[config.mk]
export PLATFORM = sky130hd
export DESIGN_NAME = stseq_top
export DESIGN_NICKNAME = d
export VERILOG_FILES = /design/src/rtl/stseq_pkg.sv /design/src/rtl/stseq_ctrl.sv /design/src/rtl/stseq_regfile.sv /design/src/rtl/stseq_mem.sv /design/src/rtl/stseq_top.sv
export SDC_FILE = /design/constraint.sdc
export NUM_CORES = 2
export LEC_CHECK = 0
export BUFFER_PORTS_ARGS = -buffer_cell sky130_fd_sc_hd__buf_4
export CAP_MARGIN = 30
export CORE_MARGIN = 2
export CORE_UTILIZATION = 48
export DETAILED_ROUTE_END_ITERATION = 10
export HOLD_SLACK_MARGIN = 0.1
export SLEW_MARGIN = 20
export SYNTH_ARGS = -nofsm -noshare
export SYNTH_HDL_FRONTEND = slang
export SYNTH_SLANG_ARGS = --single-unit
[constraint.sdc]
create_clock -name clk -period 4 [get_ports clk]
set_clock_uncertainty 0.05 [all_clocks]
set_input_delay 0.4 -clock clk [delete_from_list [all_inputs] [get_ports clk]]
set_output_delay 0.4 -clock clk [all_outputs]
set_load 0.01 [all_outputs]
[src/rtl/stseq_pkg.sv]
package stseq_pkg;

    localparam int WORD_W    = 16;
    localparam int REG_SEL_W = 3;
    localparam int REG_CNT   = 1 << REG_SEL_W;
    localparam int N_DRIVERS = 4;

    typedef enum logic [1:0] {ST_IDLE, ST_ADDR, ST_DATA, ST_WRITE} step_e;
    typedef enum logic       {A1_PC, A1_BASE} addr1_sel_e;
    typedef enum logic [1:0] {A2_ZERO, A2_OFF6, A2_OFF9, A2_OFF11} addr2_sel_e;
    typedef enum logic       {SR1_HI, SR1_MID} sr1_sel_e;
    typedef enum logic [1:0] {ALU_ADD, ALU_AND, ALU_NOT, ALU_PASSA} alu_op_e;

    typedef struct packed {
        logic       drv_adder;
        logic       drv_alu;
        logic       drv_pc;
        logic       drv_data;
        logic       addr_ld;
        logic       data_ld;
        logic       data_from_mem;
        logic       mem_en;
        logic       mem_wr;
        addr1_sel_e a1;
        addr2_sel_e a2;
        sr1_sel_e   sr1;
        alu_op_e    alu;
    } ctrl_t;

    function automatic step_e next_step(step_e s, logic go);
        case (s)
            ST_IDLE: return go ? ST_ADDR : ST_IDLE;
            ST_ADDR: return ST_DATA;
            ST_DATA: return ST_WRITE;
            default: return ST_IDLE;
        endcase
    endfunction

    function automatic ctrl_t step_ctrl(step_e s);
        ctrl_t c;
        c = '0;
        case (s)
            ST_ADDR: begin
                c.a1        = A1_PC;
                c.a2        = A2_OFF9;
                c.drv_adder = 1'b1;
                c.addr_ld   = 1'b1;
            end
            ST_DATA: begin
                c.sr1           = SR1_HI;
                c.alu           = ALU_PASSA;
                c.drv_alu       = 1'b1;
                c.data_from_mem = 1'b0;
                c.data_ld       = 1'b1;
            end
            ST_WRITE: begin
                c.mem_en = 1'b1;
                c.mem_wr = 1'b1;
            end
            default: c = '0;
        endcase
        return c;
    endfunction

endpackage

[src/rtl/stseq_ctrl.sv]
module stseq_ctrl
    import stseq_pkg::*;
(
    input  logic  clk,
    input  logic  rst,
    input  logic  start,
    output ctrl_t ctrl,
    output logic  busy,
    output logic  done
);
    step_e step_q;
    logic  done_q;

    always_ff @(posedge clk) begin
        if (rst) begin
            step_q <= ST_IDLE;
            done_q <= 1'b0;
        end else begin
            step_q <= next_step(step_q, start);
            done_q <= (step_q == ST_WRITE);
        end
    end

    assign ctrl = step_ctrl(step_q);
    assign busy = (step_q != ST_IDLE);
    assign done = done_q;

    // the write step is always followed by a done pulse with busy low
    p_done_follows_r2: assert property (@(posedge clk) disable iff (rst)
        (step_q == ST_WRITE) |=> (done && !busy));

    // a running store cannot be restarted
    p_no_restart_r7: assert property (@(posedge clk) disable iff (rst)
        busy |=> (step_q != ST_ADDR));

endmodule

[src/rtl/stseq_regfile.sv]
module stseq_regfile
    import stseq_pkg::*;
#(
    parameter int DW = WORD_W
) (
    input  logic                 clk,
    input  logic                 rst,
    input  logic                 we,
    input  logic [REG_SEL_W-1:0] wsel,
    input  logic [DW-1:0]        wdata,
    input  logic [REG_SEL_W-1:0] rsel_a,
    input  logic [REG_SEL_W-1:0] rsel_b,
    output logic [DW-1:0]        rdata_a,
    output logic [DW-1:0]        rdata_b
);
    logic [DW-1:0] regs_q [REG_CNT];

    always_ff @(posedge clk) begin
        if (rst) begin
            for (int i = 0; i < REG_CNT; i++) regs_q[i] <= '0;
        end else if (we) begin
            regs_q[wsel] <= wdata;
        end
    end

    assign rdata_a = regs_q[rsel_a];
    assign rdata_b = regs_q[rsel_b];

endmodule

[src/rtl/stseq_mem.sv]
module stseq_mem #(
    parameter int DW = 16,
    parameter int AW = 6
) (
    input  logic          clk,
    input  logic          rst,
    input  logic          en,
    input  logic          wr,
    input  logic [AW-1:0] addr,
    input  logic [DW-1:0] wdata,
    output logic [DW-1:0] rdata,
    input  logic [AW-1:0] peek_addr,
    output logic [DW-1:0] peek_data
);
    localparam int DEPTH = 1 << AW;

    logic [DW-1:0] words_q [DEPTH];
    logic          we;

    assign we = en && wr;

    always_ff @(posedge clk) begin
        if (rst) begin
            for (int i = 0; i < DEPTH; i++) words_q[i] <= '0;
        end else if (we) begin
            words_q[addr] <= wdata;
        end
    end

    assign rdata     = words_q[addr];
    assign peek_data = words_q[peek_addr];

    // a write lands at the addressed word
    p_store_lands_r5: assert property (@(posedge clk) disable iff (rst)
        we |=> (words_q[$past(addr)] == $past(wdata)));

endmodule

[src/rtl/stseq_top.sv]
module stseq_top
    import stseq_pkg::*;
#(
    parameter int DW  = WORD_W,
    parameter int MAW = 6
) (
    input  logic                 clk,
    input  logic                 rst,
    input  logic                 start,
    output logic                 busy,
    output logic                 done,
    input  logic                 ir_wr,
    input  logic [DW-1:0]        ir_din,
    input  logic                 pc_wr,
    input  logic [DW-1:0]        pc_din,
    input  logic                 rf_wr,
    input  logic [REG_SEL_W-1:0] rf_wsel,
    input  logic [DW-1:0]        rf_din,
    output logic [DW-1:0]        pc_q,
    output logic [DW-1:0]        addr_q,
    output logic [DW-1:0]        data_q,
    input  logic [MAW-1:0]       peek_addr,
    output logic [DW-1:0]        peek_data
);
    ctrl_t                 c;
    logic [DW-1:0]         pc_r, ir_r, addr_r, data_r;
    logic [DW-1:0]         off6, off9, off11;
    logic [DW-1:0]         op1, op2, adder_y;
    logic [DW-1:0]         rd_a, rd_b, alu_y;
    logic [DW-1:0]         bus, mem_rd, data_d;
    logic [REG_SEL_W-1:0]  sr1_idx;
    logic [N_DRIVERS-1:0]  drivers;

    stseq_ctrl u_ctrl (
        .clk   (clk),
        .rst   (rst),
        .start (start),
        .ctrl  (c),
        .busy  (busy),
        .done  (done)
    );

    // Test-side loads take effect only while idle
    always_ff @(posedge clk) begin
        if (rst) begin
            pc_r <= '0;
            ir_r <= '0;
        end else if (!busy) begin
            if (pc_wr) pc_r <= pc_din;
            if (ir_wr) ir_r <= ir_din;
        end
    end

    assign sr1_idx = (c.sr1 == SR1_HI) ? ir_r[11:9] : ir_r[8:6];

    stseq_regfile #(.DW(DW)) u_rf (
        .clk     (clk),
        .rst     (rst),
        .we      (rf_wr && !busy),
        .wsel    (rf_wsel),
        .wdata   (rf_din),
        .rsel_a  (sr1_idx),
        .rsel_b  (ir_r[2:0]),
        .rdata_a (rd_a),
        .rdata_b (rd_b)
    );

    // Address adder and its operand selectors
    assign off6  = {{(DW-6){ir_r[5]}},   ir_r[5:0]};
    assign off9  = {{(DW-9){ir_r[8]}},   ir_r[8:0]};
    assign off11 = {{(DW-11){ir_r[10]}}, ir_r[10:0]};

    assign op1 = (c.a1 == A1_PC) ? pc_r : rd_a;

    always_comb begin
        case (c.a2)
            A2_OFF6:  op2 = off6;
            A2_OFF9:  op2 = off9;
            A2_OFF11: op2 = off11;
            default:  op2 = '0;
        endcase
    end

    assign adder_y = op1 + op2;

    always_comb begin
        case (c.alu)
            ALU_ADD: alu_y = rd_a + rd_b;
            ALU_AND: alu_y = rd_a & rd_b;
            ALU_NOT: alu_y = ~rd_a;
            default: alu_y = rd_a;
        endcase
    end

    // Shared bus as an AND-OR of gated sources
    assign drivers = {c.drv_adder, c.drv_alu, c.drv_pc, c.drv_data};
    assign bus = ({DW{c.drv_adder}} & adder_y)
               | ({DW{c.drv_alu}}   & alu_y)
               | ({DW{c.drv_pc}}    & pc_r)
               | ({DW{c.drv_data}}  & data_r);

    assign data_d = c.data_from_mem ? mem_rd : bus;

    always_ff @(posedge clk) begin
        if (rst) begin
            addr_r <= '0;
            data_r <= '0;
        end else begin
            if (c.addr_ld) addr_r <= bus;
            if (c.data_ld) data_r <= data_d;
        end
    end

    stseq_mem #(.DW(DW), .AW(MAW)) u_mem (
        .clk       (clk),
        .rst       (rst),
        .en        (c.mem_en),
        .wr        (c.mem_wr),
        .addr      (addr_r[MAW-1:0]),
        .wdata     (data_r),
        .rdata     (mem_rd),
        .peek_addr (peek_addr),
        .peek_data (peek_data)
    );

    assign pc_q   = pc_r;
    assign addr_q = addr_r;
    assign data_q = data_r;

    // never two bus drivers at once
    p_one_driver_r8: assert property (@(posedge clk) disable iff (rst)
        $countones(drivers) <= 1);

    // the address register holds unless loaded
    p_addr_hold_r3: assert property (@(posedge clk) disable iff (rst)
        !c.addr_ld |=> $stable(addr_r));

    // PC stays put during a store
    p_pc_stable_r6: assert property (@(posedge clk) disable iff (rst)
        busy |=> $stable(pc_r));

    // instruction word stays put during a store
    p_ir_stable_r9: assert property (@(posedge clk) disable iff (rst)
        busy |=> $stable(ir_r));

endmodule

# Yosys cells after proc, flatten, opt, wreduce, memory -nomap -nowiden
# Memory sizes are Yosys's and may differ from the RTL's. A register that Yosys moved wholly into a read port is not among the register bits.
# Cells that the tools add are included.
totals:
  regBits: 63
  mem_bits_rw: 1152
  input_bits: 63
  output_inout_bits: 66
  elab_cells: 65
  memories: 2
classes:
  n_addsub: 2
  n_eq_ne: 8
  muxes: 31
  n_bitwise: 6
  n_reduce_logical: 10
memory_table:
  columns: ["name", "words", "width", "read_ports", "rd_clocked_by_memory_dff", "write_ports", "line", "text"]
  rows:
  - ["u_mem.words_q", 64, 16, 2, 1, 64, "stseq_mem.sv:17", "logic [DW-1:0] words_q [DEPTH];"]
  - ["u_rf.regs_q", 8, 16, 2, 1, 8, "stseq_regfile.sv:16", "logic [DW-1:0] regs_q [REG_CNT];"]
op_table:
  columns: ["cell", "count"]
  rows:
  - ["$pmux W16 S3", 2]
  - ["$mux W16", 4]
  - ["$and A16 B16 Y16", 3]
  - ["$add A16 B16 Y16", 2]
  - ["$reduce_or A16 Y1", 2]
  - ["$mux W6", 3]
  - ["$not A16 Y16", 1]
  - ["$or A16 B16 Y16", 1]
  - ["$mux W1", 13]
  - ["$mux W3", 4]
  - ["$eq A2 B2 Y1 const B", 5]
  - ["$mux W2", 4]
  - ["$eq A2 B1 Y1 const B", 3]
  - ["$pmux W2 S3", 1]
  - ["$logic_not A2 Y1", 2]
  - ["$reduce_and A2 Y1", 2]
  - ["$logic_and A1 B1 Y1", 2]
  - ["$reduce_bool A2 Y1", 1]
  - ["$logic_not A1 Y1", 1]
  - ["$not A1 Y1", 1]

# Logic depth before layout (Yosys ltp)
logic_depth:
  ltp_word: 9
  ltp_mapped: 13

# Cells and area by module
# A second synthesis with hierarchy kept.
hier_totals:
  cells_unflattened: 5107
  area_unflattened_um2: 67497.2
modules_own_cells:
  columns: ["module", "n_inst", "cells_per_inst", "area_each_um2"]
  rows:
  - ["stseq_mem", 1, 4030, 55383.1]
  - ["stseq_regfile", 1, 430, 6974.2]
  - ["stseq_top", 1, 619, 4893.4]
  - ["stseq_ctrl", 1, 28, 246.5]

# Worst setup path after synthesis
# No wires, ideal clock.
synth_path:
  path_type: "register to register"
  from: "register u_ctrl.step_q[1]"
  to: "register data_r[14], in the netlist data_q[14]"
  t_arrival_ns: 2.741
  required_time_ns: 3.808
  path_slack_ns: 1.067
  path_stages_with_launch: 14
  path_buffers: 1
  period_less_slack_ns: 2.933
  path_cell_list: "dfxtp_1 > inv_1 > ha_1 > clkbuf_1 > and2_1 > ha_1 > inv_1 > fa_1 > nand2b_1 > a21oi_1 > a31oi_1 > o221ai_1 > mux2i_1 > a311oi_1"
synth_via:
  elab_chain_len: 8
  elab_cells_between_ends: 20
  classes_between: "add/sub (1); eq/ne (7); mux (8); bitwise (3); reduce/logical (1)"
synth_rtl:
  columns: ["element", "line", "text"]
  rows:
  - ["from (decl)", "stseq_ctrl.sv:11", "step_e step_q;"]
  - ["from (signal assigned)", "stseq_ctrl.sv:19", "step_q <= next_step(step_q, start);"]
  - ["$eq A2 B1 Y1", "stseq_pkg.sv:42", "case (s)"]
  - ["$mux W2", "stseq_pkg.sv:42", null]
  - ["$eq A2 B2 Y1 / $eq A2 B1 Y1 (equally long branches)", "stseq_top.sv:76", "case (c.a2)"]
  - ["$pmux W16 S3", "stseq_top.sv:76", null]
  - ["$add A16 B16 Y16", "stseq_top.sv:84", "assign adder_y = op1 + op2;"]
  - ["$and A16 B16 Y16", "stseq_top.sv:97", "assign bus = ({DW{c.drv_adder}} & adder_y)"]
  - ["$or A16 B16 Y16", "stseq_top.sv:98", "| ({DW{c.drv_alu}} & alu_y)"]
  - ["$mux W16", "stseq_top.sv:102", "assign data_d = c.data_from_mem ? mem_rd : bus;"]
  - ["to (signal assigned)", "stseq_top.sv:110", "if (c.data_ld) data_r <= data_d;"]
  - ["to (decl)", "stseq_top.sv:26", "logic [DW-1:0] pc_r, ir_r, addr_r, data_r;"]
# Parallel ways exist; a longest one is shown, timed or not.
# A chain may end at the register's enable or synchronous reset.

# Final worst setup path
layout_path:
  from: "input port peek_addr[0]"
  to: "output port peek_data[2]"
layout_via:
  elab_chain_len: 1
layout_rtl:
  columns: ["element", "line", "text"]
  rows:
  - ["from (decl)", "stseq_top.sv:22", "input logic [MAW-1:0] peek_addr,"]
  - ["$mem_v2 Z64 W16", null, null]
  - ["to (decl)", "stseq_top.sv:23", "output logic [DW-1:0] peek_data"]
# Every way passes these cells.

==> out/metrics.csv <==
metric;value;unit
Slew @ Worst Pin;0.886;ns
layout cells sized above 1;23.8;%
post-DR vias/cell;5.84;
crit end category;output port;
WL per Instance;28.1;um
DRT antenna net count;0;
cts bufs inserted;134;
Filler cells;9009;
endpoints failing setup;0;
final instance area;63400;um^2
port bufs;124;
crit share post-route;93.5;%
Post-route DRC;0;
synth warn;0;
Yosys top cell area share;62.1;%
gr ovfl total;0;
post-synth cell types;60;
RSZ-0062 raised after global routing;no;
Post-synth EDFFs;1152;
Post-Route Setup TNS;0;ns
Synth Cell Area;55700;um^2
cell count of the worst reg-to-reg path;12;
Global Route Usage Sum;25.8;%
CTS tree;done;
Post-Route WL;151;mm
Core Box Area;115000;um^2
detailed placer's ending HPWL;96.2;mm
CTS max path bufs;3;
Final Slew Violations;0;
top-count cell post-synth;and2_1;
worst vdd ir;395;uV
via count;31400;
CTS clock-pin slew for the worst setup and hold paths;0.05;ns
fin util;55.3;%
DIE HEIGHT;345;um
syn_area_per_cell;15.4;um^2
fmax;267;MHz
Mapped Nets;3698;
register bit total from synthesis;1218;
Cell Count, Final, Fillers Out;5377;
DIE AREA;119000;um^2
dpl cell area;58700;um^2
Std-Cell Rows;124;
num ports;129;
max_slew headroom;40.9;%
worst setup path class;in2out;
cell taking the most area after synthesis;edfxtp_1;
CP Max Fanout;40;
Final Wtd Congestion;0.812;
Critical Path RT;3.55;ns
Final nets;3840;
Initial Util;48.6;%
WP data arrival;3.29;ns
Hold Crit Class;in2reg;
Commonest cells post-synth;and2_1 (1,162), edfxtp_1 (1,152), mux4_2 (347), clkbuf_1 (265), nor2_1 (118);
Fin. Hold Viols;0;
sequential element share of the synthesized area;64.5;%
CTS root buf;clkbuf_16;
Multi-input gate area;18400;um^2
DR pass1 iterations;5;
CP Launch Type;input port;
min Tclk post-route;3.74;ns
# Max-Cap Violations;0;
P_leak;23.1;nW
synth top area cells;edfxtp_1 (62%), mux4_2 (14%), and2_1 (13%);
Syn Inst Count;3620;
Power Density;473;nW/um^2
initial drt markers;3301;
Seq. cell area;35900;um^2
Worst Hold Depth;4;
Layout area overhead;13.9;%
Post-synth ARST share;0;%
Placed Cells;5088;
Worst-Skew Late Latency;0.75;ns
Synth Flop Type;edfxtp_1;
pin count of the biggest net entering global routing;55;
initial antenna violation count;4;
vias in the first global route;32000;
status;completed;
# clock sinks;1218;
Post-CTS Setup Bufs;0;
first-pass GRT wire length;218;mm
H-Tree Depth;4;
Die Width;345;um
path summary, 6_finish.rpt:
path / from / end / slack, ns
worst max-delay path: peek_addr[0] / peek_data[2] / 0.26
worst max register to register: u_ctrl.step_q[1] / data_q[14] / 0.69
worst min register to register: ir_r[6] / ir_r[6] / 0.40
worst min-delay path: ir_wr / ir_r[2] / 0.21
power by group:
group          switching (W)  internal [W]
Clock                0.00499       0.00688
Combinational        0.00194       0.00120
Sequential          0.000565        0.0144
Total                0.00749        0.0225
registers in the layout, indices dropped and copies added, names as in the netlist, named ones only:
name	count
addr_q	16
data_q	16
ir_r	12
pc_q	16
u_ctrl.done	1
u_ctrl.step_q	2
u_mem.words_q	1024
u_rf.regs_q	128
cell type report:
| cell class | count | area share (%) |
|---|---|---|
| Clock inverter | 58 | 0.702 |
| Antenna cell | 4 | 0.0158 |
| Tap cell | 1512 | 2.98 |
| Multi-Input combinational cell | 2067 | 29.1 |
| Clock buffer | 177 | 5.89 |
| Timing Repair Buffer | 324 | 4.61 |
| Inverter | 17 | 0.101 |
| Sequential cell | 1218 | 56.6 |
per-layer routing:
| layer | up-vias | global-route usage, % | part of all wire (%) |
|---|---|---|---|
| met5 | - | 0 | 0 |
| li1 | 13600 | - | - |
| met3 | 197 | 5.94 | 7.6 |
| met2 | 1206 | 42.1 | 49 |
| met4 | 0 | 9.05 | 3.1 |
| met1 | 16400 | 34.2 | 40 |
kinds of logic (layout without fill, tap and decap cells):
kind of cell               count (synthesis)  after routing  share of synthesized area, %
DFF                                     1218           1218                          64.5
adders and majority gates                 16             16                         0.368
other                                      0              4                             0
buffers and inverters                    335            576                          2.42
and+or+nand+nor                         1509           1509                          16.1
muxes                                    371            371                          14.5
AOI/OAI and AO/OA                        155            155                          1.87
xor gates and xnor gates                  16             16                         0.252
through the flow:
| stage | setup WS, ns | total power (W) | hold slack [ns] |
|---|---|---|---|
| floorplan | 1.07 | 0.0167 | 0.382 |
| global placement | 0.278 | 0.0182 | 0.391 |
| detailed placement | 0.268 | 0.0183 | 0.395 |
| CTS | 0.266 | 0.0301 | 0.186 |
| global route | 0.169 | 0.0309 | 0.242 |
| finish | 0.258 | 0.0300 | 0.211 |
timing repair:
item	in CTS	in global routing
hold buffers	46	0
endpoints found under the setup margin	0	0
gates resized for setup	0	0
endpoints found under the hold margin	161	0
worst max-delay path, stage by stage:
cell and delay (ns):
buf_8 0.24, buf_12 0.36, buf_12 0.26, mux4_2 0.57, mux4_2 0.62, o22ai_1 0.26
nor2_1 0.24, buf_4 0.21
layout by cell type (no fill, tap or decap), types with 24 or more instances in the layout:
cell type and instances:
clkbuf_16 143, nand2_1 83, clkinv_1 28, clkbuf_1 31, or2_2 73, dlygate4sd3_1 46, and2_1 1162, a21oi_1 43
o22ai_1 24, mux4_2 347, dfxtp_1 49, edfxtp_1 1152, buf_4 249, nor2_1 118
(Power assumes the default switching activity.)
